$ cat config.mk
export PLATFORM = sky130hd
export DESIGN_NAME = be_lane_aligner
export DESIGN_NICKNAME = d
export VERILOG_FILES = /design/src/rtl/lane_pkg.sv /design/src/rtl/lane_store_steer.sv /design/src/rtl/lane_load_extract.sv /design/src/rtl/lane_fault_fsm.sv /design/src/rtl/be_lane_aligner.sv
export SDC_FILE = /design/constraint.sdc
export NUM_CORES = 1
export LEC_CHECK = 0
export ABC_CLOCK_PERIOD_IN_PS = 5190
export BUFFER_PORTS_ARGS = -buffer_cell sky130_fd_sc_hd__buf_2
export CORE_AREA = 2 2 93 95
export CTS_CLUSTER_DIAMETER = 80
export DETAILED_ROUTE_END_ITERATION = 10
export DIE_AREA = 0 0 95 97
export PLACE_DENSITY = 0.85
export SYNTH_ARGS = -nofsm -noshare
export SYNTH_HDL_FRONTEND = slang
export SYNTH_HIERARCHICAL = 1
export SYNTH_SLANG_ARGS = --single-unit
$ cat constraint.sdc
create_clock -name clk -period 5.19 [get_ports clk]
set_input_delay 0.2595 -clock clk [delete_from_list [all_inputs] [get_ports clk]]
set_output_delay 0.2595 -clock clk [all_outputs]
set_load 0.01 [all_outputs]
$ cat src/rtl/lane_pkg.sv
package lane_pkg;
    localparam int WORD_W  = 32;
    localparam int LANES   = WORD_W / 8;
    localparam int OFF_W   = $clog2(LANES);

    typedef enum logic [1:0] {
        SZ_BYTE = 2'd0,
        SZ_HALF = 2'd1,
        SZ_WORD = 2'd2,
        SZ_WRSV = 2'd3
    } acc_size_e;

    typedef enum logic [1:0] {
        FLT_CLEAN = 2'd0,
        FLT_RD    = 2'd1,
        FLT_WR    = 2'd2,
        FLT_BOTH  = 2'd3
    } flt_state_e;
endpackage

$ cat src/rtl/lane_store_steer.sv
module lane_store_steer
    import lane_pkg::*;
(
    input  logic [1:0]        size,
    input  logic [OFF_W-1:0]  eff_off,
    input  logic [WORD_W-1:0] wdata,
    output logic [LANES-1:0]  be,
    output logic [WORD_W-1:0] steered
);
    logic [OFF_W-1:0] lane;
    assign lane = ~eff_off;  // big-endian: offset 0 -> top lane

    always_comb begin
        be      = '0;
        steered = '0;
        unique case (acc_size_e'(size))
            SZ_BYTE: begin
                be[lane]           = 1'b1;
                steered[8*lane +: 8] = wdata[7:0];
            end
            SZ_HALF: begin
                if (eff_off[1]) begin
                    be            = 4'b0011;
                    steered[15:0] = wdata[15:0];
                end else begin
                    be             = 4'b1100;
                    steered[31:16] = wdata[15:0];
                end
            end
            SZ_WORD, SZ_WRSV: begin
                be      = '1;
                steered = wdata;
            end
        endcase
    end
endmodule

$ cat src/rtl/lane_load_extract.sv
module lane_load_extract
    import lane_pkg::*;
(
    input  logic [1:0]        size,
    input  logic [OFF_W-1:0]  eff_off,
    input  logic              sign_ext,
    input  logic [WORD_W-1:0] rdata,
    output logic [WORD_W-1:0] result
);
    logic [OFF_W-1:0] lane;
    logic [7:0]       byte_v;
    logic [15:0]      half_v;

    assign lane   = ~eff_off;
    assign byte_v = rdata[8*lane +: 8];
    assign half_v = eff_off[1] ? rdata[15:0] : rdata[31:16];

    always_comb begin
        unique case (acc_size_e'(size))
            SZ_BYTE: result = {{(WORD_W-8){sign_ext & byte_v[7]}}, byte_v};
            SZ_HALF: result = {{(WORD_W-16){sign_ext & half_v[15]}}, half_v};
            SZ_WORD, SZ_WRSV: result = rdata;
        endcase
    end
endmodule

$ cat src/rtl/lane_fault_fsm.sv
module lane_fault_fsm
    import lane_pkg::*;
#(
    parameter int ADDR_W = 32
) (
    input  logic              clk,
    input  logic              rst_n,
    input  logic              req_valid,
    input  logic              req_write,
    input  logic [1:0]        req_size,
    input  logic [ADDR_W-1:0] req_addr,
    input  logic              fault_clr,
    output logic [1:0]        fault_flags,
    output logic [ADDR_W-1:0] fault_addr
);
    flt_state_e state_q, base_s, state_d;
    logic       misaligned, rd_hit, wr_hit;

    always_comb begin
        unique case (acc_size_e'(req_size))
            SZ_BYTE:          misaligned = 1'b0;
            SZ_HALF:          misaligned = req_addr[0];
            SZ_WORD, SZ_WRSV: misaligned = |req_addr[1:0];
        endcase
        misaligned = misaligned & req_valid;
    end

    assign rd_hit = misaligned & ~req_write;
    assign wr_hit = misaligned & req_write;

    always_comb begin
        base_s  = fault_clr ? FLT_CLEAN : state_q;
        state_d = base_s;
        unique case (base_s)
            FLT_CLEAN: begin
                if (rd_hit)      state_d = FLT_RD;
                else if (wr_hit) state_d = FLT_WR;
            end
            FLT_RD:   if (wr_hit) state_d = FLT_BOTH;
            FLT_WR:   if (rd_hit) state_d = FLT_BOTH;
            FLT_BOTH: state_d = FLT_BOTH;
        endcase
    end

    always_ff @(posedge clk or negedge rst_n) begin
        if (!rst_n) begin
            state_q    <= FLT_CLEAN;
            fault_addr <= '0;
        end else begin
            state_q <= state_d;
            if (misaligned) fault_addr <= req_addr;
        end
    end

    always_comb begin
        unique case (state_q)
            FLT_CLEAN: fault_flags = 2'b00;
            FLT_RD:    fault_flags = 2'b01;
            FLT_WR:    fault_flags = 2'b10;
            FLT_BOTH:  fault_flags = 2'b11;
        endcase
    end


    rd_fault_set_chk: assert property (@(posedge clk) disable iff (!rst_n)
        (req_valid && !req_write && req_size == 2'd1 && req_addr[0]) |=> fault_flags[0]);

    wr_flag_sticky_chk: assert property (@(posedge clk) disable iff (!rst_n)
        (fault_flags[1] && !fault_clr) |=> fault_flags[1]);

    clear_empties_chk: assert property (@(posedge clk) disable iff (!rst_n)
        (fault_clr && !req_valid) |=> fault_flags == 2'b00);

    byte_no_fault_chk: assert property (@(posedge clk) disable iff (!rst_n)
        (req_valid && req_size == 2'd0 && !fault_clr) |=> ($stable(fault_flags) && $stable(fault_addr)));
endmodule

$ cat src/rtl/be_lane_aligner.sv
module be_lane_aligner
    import lane_pkg::*;
#(
    parameter int ADDR_W = 32
) (
    input  logic              clk,
    input  logic              rst_n,
    input  logic              req_valid,
    input  logic              req_write,
    input  logic [1:0]        req_size,
    input  logic              req_signed,
    input  logic [ADDR_W-1:0] req_addr,
    input  logic [31:0]       req_wdata,
    input  logic [31:0]       mem_rdata,
    input  logic              fault_clr,
    output logic [ADDR_W-1:0] mem_addr,
    output logic              mem_we,
    output logic [3:0]        mem_be,
    output logic [31:0]       mem_wdata,
    output logic [31:0]       load_data,
    output logic [1:0]        fault_flags,
    output logic [ADDR_W-1:0] fault_addr
);
    logic [OFF_W-1:0]  eff_off;
    logic [LANES-1:0]  be_s;
    logic [WORD_W-1:0] wd_s;
    logic              do_write;

    // Forced alignment: clear the low bits the access size cannot use.
    always_comb begin
        unique case (acc_size_e'(req_size))
            SZ_BYTE:          eff_off = req_addr[OFF_W-1:0];
            SZ_HALF:          eff_off = {req_addr[1], 1'b0};
            SZ_WORD, SZ_WRSV: eff_off = '0;
        endcase
    end

    assign do_write  = req_valid & req_write;
    assign mem_addr  = {req_addr[ADDR_W-1:OFF_W], {OFF_W{1'b0}}};
    assign mem_we    = do_write;
    assign mem_be    = do_write ? be_s : '0;
    assign mem_wdata = do_write ? wd_s : '0;

    lane_store_steer u_store (
        .size    (req_size),
        .eff_off (eff_off),
        .wdata   (req_wdata),
        .be      (be_s),
        .steered (wd_s)
    );

    lane_load_extract u_load (
        .size     (req_size),
        .eff_off  (eff_off),
        .sign_ext (req_signed),
        .rdata    (mem_rdata),
        .result   (load_data)
    );

    lane_fault_fsm #(.ADDR_W(ADDR_W)) u_fault (
        .clk         (clk),
        .rst_n       (rst_n),
        .req_valid   (req_valid),
        .req_write   (req_write),
        .req_size    (req_size),
        .req_addr    (req_addr),
        .fault_clr   (fault_clr),
        .fault_flags (fault_flags),
        .fault_addr  (fault_addr)
    );


    idle_quiet_chk: assert property (@(posedge clk) disable iff (!rst_n)
        !req_valid |-> (mem_be == 4'b0000 && !mem_we));

    word_store_chk: assert property (@(posedge clk) disable iff (!rst_n)
        (req_valid && req_write && req_size[1]) |-> (mem_be == 4'b1111 && mem_wdata == req_wdata));

    fault_addr_hold_chk: assert property (@(posedge clk) disable iff (!rst_n)
        !req_valid |=> $stable(fault_addr));
endmodule

; Yosys cells after proc, flatten, opt, wreduce, memory -nomap -nowiden
; Cells that the tools add are included.
[op_classes]
n_addsub = 1
multipliers = 0
n_div = 0
magnitude_cmp = 2
n_eq_ne = 9
n_shift = 3
mux = 20
n_bitwise = 9
n_reduce_logical = 6
[ops]
columns = cell, n
row1 = $pmux 32 s3, 2
row2 = $mux 16, 3
row3 = $neg 5->34, 1
row4 = $shift 8x34->32 const A, 1
row5 = $shiftx 8x34->32, 1
row6 = $and 32x32->32, 1
row7 = $mux 32, 1
row8 = $shiftx 32x6->8, 1
row9 = $pmux 2 s4, 2
row10 = $eq 2x2->1 const B, 6
row11 = $pmux 4 s3, 1
row12 = $mux 2, 5
row13 = $mux 4, 2
row14 = $and 1x1->1, 6
row15 = $eq 2x1->1 const B, 3
row16 = $logic_not 2->1, 3
row17 = $pmux 2 s3, 1
row18 = $reduce_or 2->1, 2
row19 = $lt 2x3->1 const B, 1
row20 = $pmux 1 s3, 1
row21 = $demux 1 s2, 1
row22 = $ge 2x1->1 const B, 1
row23 = $not 2->2, 1
row24 = $logic_and 1x1->1, 1
row25 = 2 further kinds, 2
[word_totals]
ff_bits = 34
latchBits = 0
mem_bits_rw = 0
romBits = 0
in_bits = 104
out_inout_bits = 135
wordCells = 52
mem_count = 0

; Longest topological paths before layout
[depth]
word_depth = 10
ltp_mapped = 7
mapped_depth_nobuf = 7

; Modules after synthesis
; The synthesis kept the hierarchy.
[by_module_without_submodules]
columns = mod, instances, cells_each, area_each_um2, seq_area_each_um2
row1 = lane_fault_fsm, 1, 87, 1331.3, 850.8
row2 = lane_load_extract, 1, 103, 685.7, 0.0
row3 = lane_store_steer, 1, 70, 596.8, 0.0
row4 = be_lane_aligner, 1, 78, 548.0, 0.0

; Worst setup path before layout
; Ideal clock, no wire load.
[synth_timing]
path_type = input-to-output
start = input port req_size[1]
end = output port mem_wdata[0]
arrival_time_ns = 2.549
required_ns = 4.931
setup_slack_ns = 2.382
cell_stages = 7
n_path_buf = 0
path_cell_list = nor3b_1 -> inv_1 -> ha_1 -> and4bb_2 -> a21oi_2 -> nor2b_1 -> and3_2
[synth_between]
elab_chain_len = 9
word_cells_on_any_way = 14
cone_classes = 1 x add/sub / 3 x eq/ne / 2 x shift / 4 x mux / 2 x bitwise / 2 x reduce/logical
[synth_lines]
columns = item, line
row1 = from (decl), be_lane_aligner.sv:10  ; input logic [1:0] req_size,
row2 = $eq 2x2->1, "lane_store_steer.sv:16, be_lane_aligner.sv:31"
row3 = $reduce_or 2->1, "lane_store_steer.sv:16, be_lane_aligner.sv:31"
row4 = $pmux 2 s3, be_lane_aligner.sv:31  ; unique case (acc_size_e'(req_size))
row5 = $not 2->2, lane_store_steer.sv:11  ; assign lane = ~eff_off;
row6 = $neg 5->34, lane_store_steer.sv:19  ; steered[8*lane +: 8] = wdata[7:0];
row7 = $shiftx 8x34->32 / $shift 8x34->32 (equally long branches), lane_store_steer.sv:19
row8 = $and 32x32->32 (no source line), n/a
row9 = $pmux 32 s3 (*), lane_store_steer.sv:16  ; unique case (acc_size_e'(size))
row10 = named net wd_s[0], be_lane_aligner.sv:26  ; logic [WORD_W-1:0] wd_s;
row11 = $mux 32 (*), be_lane_aligner.sv:42  ; assign mem_wdata = do_write ? wd_s : '0;
row12 = to (decl), be_lane_aligner.sv:19  ; output logic [31:0] mem_wdata,
; Mark *: on every way through the listed nets, which the timed path passes. The rest lies on a longest branch.

; Worst setup path in the final report
[layout_timing]
start = input port req_size[1]
end = output port mem_wdata[0]
[layout_between]
elab_chain_len = 9
word_cells_on_any_way = 14
cone_classes = 1 x add/sub / 3 x eq/ne / 2 x shift / 4 x mux / 2 x bitwise / 2 x reduce/logical
[layout_lines]
columns = item, line
row1 = $eq 2x2->1, be_lane_aligner.sv:31
row2 = $reduce_or 2->1, be_lane_aligner.sv:31
row3 = $pmux 2 s3 (*), be_lane_aligner.sv:31
row4 = named net eff_off[0], be_lane_aligner.sv:24  ; logic [OFF_W-1:0] eff_off;
row5 = $not 2->2 (*), lane_store_steer.sv:11
row6 = $neg 5->34 (*), lane_store_steer.sv:19
row7 = $shiftx 8x34->32 / $shift 8x34->32 (equally long branches), lane_store_steer.sv:19
row8 = $and 32x32->32 (no source line) (*), n/a
row9 = $pmux 32 s3 (*), lane_store_steer.sv:16
row10 = named net wd_s[0], be_lane_aligner.sv:26
row11 = $mux 32 (*), be_lane_aligner.sv:42
; Marks and branches as above.

==> impl_results.md <==
* Final Power at 0.9479 mW
* Fmax at 309.0 MHz
* Crit Path Category: input pin to output port
* Clock buffer count from CTS at 5
* Rel. slew slack at 33.83%
* Largest net degree at the start of global routing at 50
* # DRC at 0
* IO Port Bufs at 236
* Clock Sinks at 34
* Final Hold Viols at 0
* CP max stage delay at 0.76 ns
* Total negative slack at 0 ns
* Power per cell area at 225.7 nW/um^2
* Total congestion overflow at 0
* Post-synth EDFFs at 0
* Avg Cell Area, Syn at 9.354 sq um
* Layout cell share with drive strength beyond 1 at 57.66%
* Clock Skew at 0 ns
* Vias per cell at 5.304
* Vias in the first global route at 3155
* Asr flop ratio synth at 100.0%
* Rows at 33
* Skew-Pair Late Insertion Delay at 0.27 ns
* Startpoint type of the worst setup path: input pin
* Root Buffer: clkbuf_8
* Sequential share of the synthesized area at 26.91%
* Initial antenna violation count at 0
* FILL cells at 756
* CP dominant cell by count: buf_2
* Cells after Synth at 338
* Clock-pin slew on the worst setup and hold paths at 0.07 ns
* Max-slew violation count at 0
* Antenna Cells at 0
* CP endpoint kind: output port
* H-tree depth at 2
* Peak supply drop at 0.1834 mV
* WL per Instance at 16.61 microns
* Core Region at 8134 sq um
* Crit path launch: req_size[1]
* Lkg Pwr at 2.342 nW
* Nets at 637
* Routability cong. at 0.8713
* Cells along the critical path: buf_2 > nor3b_2 > inv_1 > ha_1 > and4bb_2 > a21oi_2 > nor2b_1 > and3_2 > buf_2
* Tmin final at 3.236 ns
* Top FF cell, synth: dfrtp_1
* HP Class: input pin to asynchronous set/reset pin
* CTS tree: built
* Total number of vias at 3363
* Max-cap violations at 0
* Reg2Reg Launch Point: u_fault/fault_addr[5]$_DFFE_PN0N_
* Distinct cells, synth at 51
* Post-CTS resize count at 0
* Top Ports at 239
* Post-CTS setup repair buffer count at 0
* Placed cells at 626
* Non-Filler Instances at 634
* Unrepaired setup endpoints after global routing: false
* Critical path required time at 4.93 ns
* Antenna-violating nets left at 0
* Worst path arrival time at 2.98 ns
* CP Max Fanout at 17
* CTS Hold Bufs at 0
* Reg2reg path depth at 1
* Die height at 97 microns
* First-pass DRT Iterations at 4
* DP HPWL at 8.121 mm
* DR iter-0 viols at 71
* Fin crit share at 62.36%
* Worst-margin pin slew at 0.9889 ns
* Status: finished, final reports clean
* Area growth from synthesis to layout at 32.81%
* First-pass GRT wire length at 15.74 mm
* Initial core utilization at 38.87%
* GR Util All Layers at 21.09%
* Worst path slowest cell: nor3b_2
* Mapped Area at 3162 sq um
* Yosys warning total at 6
* Die W at 95 microns
* Die area at 9215 sq um
* Final wirelength at 10.53 mm
* Flops & latches, synth at 34
* Final setup viols at 0
* Clk buf depth at 2
## synth_stat cells (5+ instances only)
cell,count,area share (%)
buf_6,8,2.8
buf_4,34,8.1
a21o_1,9,2.1
a2bb2oi_1,7,1.9
nand2_1,26,3.1
o211ai_1,8,1.9
o21ai_0,19,3.0
mux2i_1,7,2.2
a22oi_1,10,2.4
mux2_2,28,10
nor2b_1,10,2.0
ha_1,5,2.0
clkbuf_1,6,0.71
a22o_1,16,4.4
a22o_2,8,2.5
o22a_1,7,1.9
and3_1,29,5.7
and3_2,7,1.7
inv_1,11,1.3
buf_2,8,1.3
dfrtp_1,34,27
## layer usage
layer  vias up  share of wire [%]  GRT usage, %
met1      1610                 39         23.74
li1       1589                  -             -
met5         -                  0             0
met4         0                1.2         4.682
met3        12                6.3         3.349
met2       152                 53         40.53
## worst paths after layout
path	end	slack, ns
worst max-delay path	mem_wdata[0]	1.95
worst max register to register	u_fault/fault_addr[5]$_DFFE_PN0N_	4.39
worst min register to register	u_fault/fault_addr[29]$_DFFE_PN0N_	0.50
worst min-delay path	u_fault/fault_addr[11]$_DFFE_PN0N_	0.05
max in group asynchronous	u_fault/fault_addr[31]$_DFFE_PN0N_	4.65
min in group clk	u_fault/state_q[1]$_DFF_PN0_	0.20
## area by class of cell
cell class	instances	area [sq um]	area share, %
inverter	12	45.04	1.073
clock inverter	1	30.03	0.7151
clock buffer	7	76.32	1.818
multi-input combinational	237	1869	44.52
sequential	34	850.8	20.26
timing repair buffer	238	1196	28.49
tap	105	131.4	3.129
## report_power, final
part | switching [mW] | internal (mW) | leakage [nW]
Combinational | 0.204 | 0.178 | 1.89
Clock | 0.0921 | 0.144 | 0.0524
Sequential | 0.0206 | 0.309 | 0.402
## metrics by stage
step           hold WS (ns)  worst slack [ns]  instance area (sq um)  utilization (%)
4_1_cts             0.07689             1.985                   4199            51.62
3_3_place_gp         0.3532             2.258                   4093            50.32
2_1_floorplan      -0.03609             2.382                   3166                -
5_1_grt              0.1076             1.806                   4199            51.62
6_report            0.04845             1.954                   4199            51.62
3_5_place_dp         0.3767             1.981                   4093            50.32
## cells in the final DEF, fill, tap and decap left out, types with 3 or more instances in the layout
cell type,Yosys,final
nor2b_1,10,9
a22o_1,16,16
o21ai_1,4,4
nand2_1,26,26
o22a_1,7,7
o21ai_0,19,19
dfrtp_1,34,34
clkbuf_8,0,5
and3_1,29,29
buf_2,8,236
a21o_1,9,9
ha_1,5,5
inv_1,11,11
mux2i_1,7,7
a22oi_1,10,10
mux2_2,28,28
and3_2,7,7
a21oi_1,4,4
a22o_2,8,8
mux2_1,3,3
a2bb2oi_1,7,7
o211ai_1,8,8
## sequential cells by signal, indices dropped and copies added (netlist names)
name,count
u_fault/state_q,2
u_fault/fault_addr,32
## cells by family after synthesis
family | after synthesis | synth area share, %
buffers and inverters | 68 | 14.33
multiplexers | 40 | 14.44
AND/OR/NAND/NOR | 88 | 17.29
flip-flops | 34 | 26.91
adder cells (fa/ha/maj) | 5 | 1.979
AO/OA/AOI/OAI | 102 | 24.93
other | 1 | 0.1186
## worst max-delay path, delay by kind of cell
kind	cells	cell delay [ns]
AND/OR/NAND/NOR	4	1.33
buffers and inverters	3	0.55
adder cells (fa/ha/maj)	1	0.44
AO/OA/AOI/OAI	1	0.39
Power figures use the tool's default switching activity.
